**src/rtl/frac_div_pkg.sv**
```systemverilog
package frac_div_pkg;
  // Smallest usable integer divisor; smaller settings are raised to it.
  localparam int unsigned MIN_DIV = 2;
  // Number of fractional steps per unit of divisor.
  localparam int unsigned FRAC_STEPS = 32;
endpackage

```
**src/rtl/frac_rst_sync.sv**
```systemverilog
module frac_rst_sync (
  input  logic clk,
  input  logic rst_n,
  output logic rst_sync_n
);
  logic [1:0] sync_q;

  always_ff @(posedge clk or negedge rst_n) begin
    if (!rst_n) sync_q <= 2'b00;
    else        sync_q <= {sync_q[0], 1'b1};
  end

  assign rst_sync_n = sync_q[1];
endmodule

```
**src/rtl/frac_phase_acc.sv**
```systemverilog
module frac_phase_acc #(
  parameter int unsigned FRAC_W = 5
) (
  input  logic              clk,
  input  logic              rst_n,
  input  logic              step_en,
  input  logic [FRAC_W-1:0] frac,
  output logic              carry,
  output logic [FRAC_W-1:0] acc_q
);
  logic [FRAC_W:0]   sum;
  logic [FRAC_W-1:0] acc_d;

  always_comb begin
    sum   = {1'b0, acc_q} + {1'b0, frac};
    carry = sum[FRAC_W];
    acc_d = acc_q;
    if (step_en) acc_d = sum[FRAC_W-1:0];
  end

  always_ff @(posedge clk or negedge rst_n) begin
    if (!rst_n) acc_q <= '0;
    else        acc_q <= acc_d;
  end
endmodule

```
**src/rtl/frac_period_cnt.sv**
```systemverilog
module frac_period_cnt
  import frac_div_pkg::*;
#(
  parameter int unsigned DIV_W = 8
) (
  input  logic             clk,
  input  logic             rst_n,
  input  logic             ref_en,
  input  logic [DIV_W-1:0] div_int,
  input  logic             carry,
  output logic             start,
  output logic             period_end,
  output logic             cur_long_q
);
  localparam int unsigned CNT_W = DIV_W + 1;

  logic [CNT_W-1:0] remain_q, remain_d;
  logic [CNT_W-1:0] n_eff, modulus;
  logic             empty, last, cur_long_d;

  always_comb begin
    n_eff = {1'b0, div_int};
    if (n_eff < CNT_W'(MIN_DIV)) n_eff = CNT_W'(MIN_DIV);
    modulus    = n_eff + CNT_W'(carry);
    empty      = (remain_q == '0);
    last       = (remain_q == CNT_W'(1));
    start      = ref_en && (empty || last);
    period_end = ref_en && last;
    remain_d   = remain_q;
    cur_long_d = cur_long_q;
    if (start) begin
      // An empty counter means this enable already belongs to the new period.
      remain_d   = empty ? (modulus - CNT_W'(1)) : modulus;
      cur_long_d = carry;
    end else if (ref_en) begin
      remain_d   = remain_q - CNT_W'(1);
    end
  end

  always_ff @(posedge clk or negedge rst_n) begin
    if (!rst_n) begin
      remain_q   <= '0;
      cur_long_q <= 1'b0;
    end else begin
      remain_q   <= remain_d;
      cur_long_q <= cur_long_d;
    end
  end
endmodule

```
**src/rtl/frac_tick_out.sv**
```systemverilog
module frac_tick_out (
  input  logic clk,
  input  logic rst_n,
  input  logic period_end,
  input  logic cur_long,
  output logic tick_q,
  output logic long_q
);
  logic long_d;

  always_comb begin
    long_d = long_q;
    if (period_end) long_d = cur_long;
  end

  always_ff @(posedge clk or negedge rst_n) begin
    if (!rst_n) begin
      tick_q <= 1'b0;
      long_q <= 1'b0;
    end else begin
      tick_q <= period_end;
      long_q <= long_d;
    end
  end
endmodule

```
**src/rtl/frac_tick_divider.sv**
```systemverilog
module frac_tick_divider #(
  parameter int unsigned DIV_W  = 8,
  parameter int unsigned FRAC_W = 5
) (
  input  logic              clk,
  input  logic              rst_n,
  input  logic              ref_en,
  input  logic [DIV_W-1:0]  div_int,
  input  logic [FRAC_W-1:0] div_frac,
  output logic              tick_o,
  output logic              long_o
);
  logic              rst_i_n;
  logic              start, period_end, carry, cur_long;
  logic [FRAC_W-1:0] acc_q;

  frac_rst_sync u_rst (
    .clk        (clk),
    .rst_n      (rst_n),
    .rst_sync_n (rst_i_n)
  );

  frac_phase_acc #(.FRAC_W(FRAC_W)) u_acc (
    .clk     (clk),
    .rst_n   (rst_i_n),
    .step_en (start),
    .frac    (div_frac),
    .carry   (carry),
    .acc_q   (acc_q)
  );

  frac_period_cnt #(.DIV_W(DIV_W)) u_cnt (
    .clk        (clk),
    .rst_n      (rst_i_n),
    .ref_en     (ref_en),
    .div_int    (div_int),
    .carry      (carry),
    .start      (start),
    .period_end (period_end),
    .cur_long_q (cur_long)
  );

  frac_tick_out u_out (
    .clk        (clk),
    .rst_n      (rst_i_n),
    .period_end (period_end),
    .cur_long   (cur_long),
    .tick_q     (tick_o),
    .long_q     (long_o)
  );
endmodule

```
**config.mk**
```make
export PLATFORM = sky130hd
export DESIGN_NAME = frac_tick_divider
export DESIGN_NICKNAME = d
export VERILOG_FILES = /design/src/rtl/frac_div_pkg.sv /design/src/rtl/frac_rst_sync.sv /design/src/rtl/frac_phase_acc.sv /design/src/rtl/frac_period_cnt.sv /design/src/rtl/frac_tick_out.sv /design/src/rtl/frac_tick_divider.sv
export SDC_FILE = /design/constraint.sdc
export NUM_CORES = 1
export LEC_CHECK = 0
export CAP_MARGIN = 20
export CORE_MARGIN = 10
export CORE_UTILIZATION = 30
export CTS_CLUSTER_SIZE = 40
export DETAILED_ROUTE_END_ITERATION = 7
export HOLD_SLACK_MARGIN = 0.08
export PLACE_DENSITY_LB_ADDON = 0.1
export SLEW_MARGIN = 10
export SYNTH_ARGS = -nofsm -noshare
export SYNTH_HDL_FRONTEND = slang
export SYNTH_SLANG_ARGS = --single-unit
```
**constraint.sdc**
```tcl
create_clock -name clk -period 0.92 [get_ports clk]
set_input_delay 0.138 -clock clk [delete_from_list [all_inputs] [get_ports clk]]
set_output_delay 0.138 -clock clk [all_outputs]
set_load 0.01 [all_outputs]
```
==> run summary, run 1 <==
outcome: complete, but fails checks
failing checks: setup timing
Final Max Slew Viols: 0
die area: 8180 um^2
CTS tree: yes
Longest Clk Path Bufs: 2
DRT antenna net count: 0
Synth cell types: 47
Final Worst Setup Slack: -2.11 ns
CP Data Required Time: 1.08 ns
ys async rst share: 100%
post-synth top area share: 31.9%
Residual DRC: 0
# setup viols final: 17
sequential element share of the synthesized area: 31.9%
RSZ-0062 raised after global routing: yes
Congestion Overflow GR: 0
crit-path max FO: 6
Die Height: 90.5 um
critical path type: register to register
vias in the first global route: 1570
largest net degree at the start of global routing: 18
Cell Pwr Density: 1480 nW/um^2
initial antenna violation count: 0
core footprint: 4750 um^2
synthesized net count: 198
Crit Reg-Reg Startpoint: u_acc.acc_q[1]
Worst Setup SP: u_acc.acc_q[1]
Rows: 25
Ant. Diodes: 0
cells after synthesis: 171
PortBufs: 17
Avg Inst Size Synth: 8.71 um^2
clk slew on worst S/H paths: 0.08 ns
First DRT Iteration DRCs: 84
worst clock skew: 0.00760 ns
setup total negative slack: -23.87 ns
Clk Latency, worst-skew pair: 0.26 ns
Routed wire per std cell: 13.2 um
Root Driver: clkbuf_8
ranking of synthesized cells by area: dfrtp_1 32%, ha_1 8.4%, nand2_1 5.3%
Area Overhead vs Synth: 64.9%
Inserted Clock Buffers: 3
Mapped Area: 1490 um^2
Static Leakage: 1.14 nW
CP Capture Type: register
first-pass GRT wire length: 7.13 mm
top_reg_cell synth: dfrtp_1
drt via density: 4.82
hpwl dp: 3.28 mm
fin crit period: 3.03 ns
Final Hold Viols: 0
Worst EP arrival: 3.19 ns
CP startpoint kind: register
final net count: 277
GRT met2 Usage: 18.2%
H-tree depth: 1
IO Count: 18
die width: 90.5 um
layout cells sized above 1: 41.4%
pre-CTS setup slack: -2.30 ns
Achievable Freq: 330 MHz
MaxCap Viol Count: 0
largest area contributor in the netlist: dfrtp_1
GRT met1 Usage: 12.3%
grt met3 use: 1.41%
number of synthesis warnings: 0
HP Class: register to asynchronous set/reset pin
number of enable flip-flop cells after synthesis: 0
GRT Total Usage: 10.3%
Yosys reg bits: 19
post-layout util: 51.6%
via count: 1524
most frequent cells in the layout: 57 x buf_4, 19 x dfrtp_1, 15 x nand2_1, 15 x clkdlybuf4s50_1, 10 x nor2_1
Worst IR Drop VDD: 0.655 mV
R2R cell count: 12
period utilisation layout: 329%
Post-Route WL: 4.17 mm
Routability Congestion: 0.851
Sink Count: 19
most common cell after layout, fill and taps aside: buf_4
GRT Max-Usage Layer: met2
First-pass DRT Iterations: 4
Starting Density: 31.3%
## cell families after synthesis
logic type / after synthesis / synth area share, %
AND/OR/NAND/NOR: 70 / 24.6
buffers and inverters: 15 / 4.54
other: 1 / 0.252
adder cells (fa/ha/maj): 11 / 9.75
XOR/XNOR: 11 / 6.47
flip-flops: 19 / 31.9
AO/OA/AOI/OAI: 40 / 19.6
multiplexers: 4 / 2.86
## metrics by stage
| step | power (mW) | cell area [um^2] | hold WS [ns] | cells |
|---|---|---|---|---|
| after CTS | 3.58 | 2330 | 0.215 | 312 |
| after global routing | 3.90 | 2450 | 0.232 | 316 |
| after global placement | 2.78 | 2180 | 0.198 | 302 |
| after detailed placement | 2.82 | 2180 | 0.207 | 302 |
| final | 3.64 | 2450 | 0.200 | 316 |
| after floorplan | 1.99 | 1560 | -0.158 | 171 |
## path summary, 6_finish.rpt
check                                     to  slack [ns]
min in group clk             u_rst.sync_q[1]        0.35
max                        u_cnt.remain_q[8]       -2.11
max in group asynchronous    u_rst.sync_q[1]        0.22
min reg2reg                     u_out.long_q        0.20
max reg2reg                u_cnt.remain_q[8]       -2.11
min                             u_out.long_q        0.20
## worst max-delay path, cell delays in order, from the launching register on
cell	delay, ns
dfrtp_1	0.39
ha_1	0.28
a21o_1	0.16
a21o_1	0.17
a21o_1	0.18
a21o_1	0.19
ha_4	0.18
ha_4	0.18
nor3_1	0.22
o211ai_1	0.21
a211o_1	0.35
or2_1	0.23
o311ai_2	0.20
## synthesized netlist by cell type (2+ instances only)
master	instances
nand2_1	21
dfrtp_1	19
nor2_1	11
ha_1	10
a21o_1	7
inv_1	7
o21ai_0	7
xnor2_1	7
and3_1	6
nand3_1	6
nor3_1	6
a21oi_1	5
clkbuf_1	4
o21a_1	4
or4_1	4
xor2_1	4
buf_2	3
nand4_1	3
nor4_1	3
a311o_1	2
mux2_2	2
mux2i_1	2
o211ai_1	2
o21ai_1	2
or3_1	2
## sequential cells by signal, indices dropped and copies added (netlist names)
name              cells
u_cnt.cur_long_q      1
u_rst.sync_q          2
u_cnt.remain_q        9
u_out.long_q          1
u_acc.acc_q           5
u_out.tick_q          1
## cell type report
cell class                 count  area [um^2]
clock buffer                   3         41.3
clock inverter                 1         5.00
fill                         456         2300
inverter                       7         28.8
multi-input combinational    137         1130
sequential                    19          475
tap                           67         83.8
timing repair buffer          82          693
## power breakdown
part	switching, mW	internal, mW
logic	0.823	1.04
registers	0.145	1.03
clock network	0.303	0.301
## layer usage
metal / share of wire (%) / vias to the layer above
li1: - / 787
met1: 46 / 714
met2: 51 / 19
met3: 1.5 / 4
met4: 1.2 / 0
met5: 0 / -
## what timing repair did
| item | CTS | global route |
|---|---|---|
| buffers inserted | 6 | 5 |
| gates resized for setup | 25 | 20 |
| endpoints found under the hold margin | 2 | 0 |
| hold buffers | 1 | 0 |
| setup endpoints to repair | 19 | 19 |
| cloned | 0 | 0 |
| pin swaps | 8 | 20 |
Note: power is estimated with default switching activity, not from simulation.
==> run 2: changes to the inputs <==
Settings changed: SLEW_MARGIN 10 to default.
==> results of run 2 <==
Final layout, timing and power as in run 1 (identical DEF).
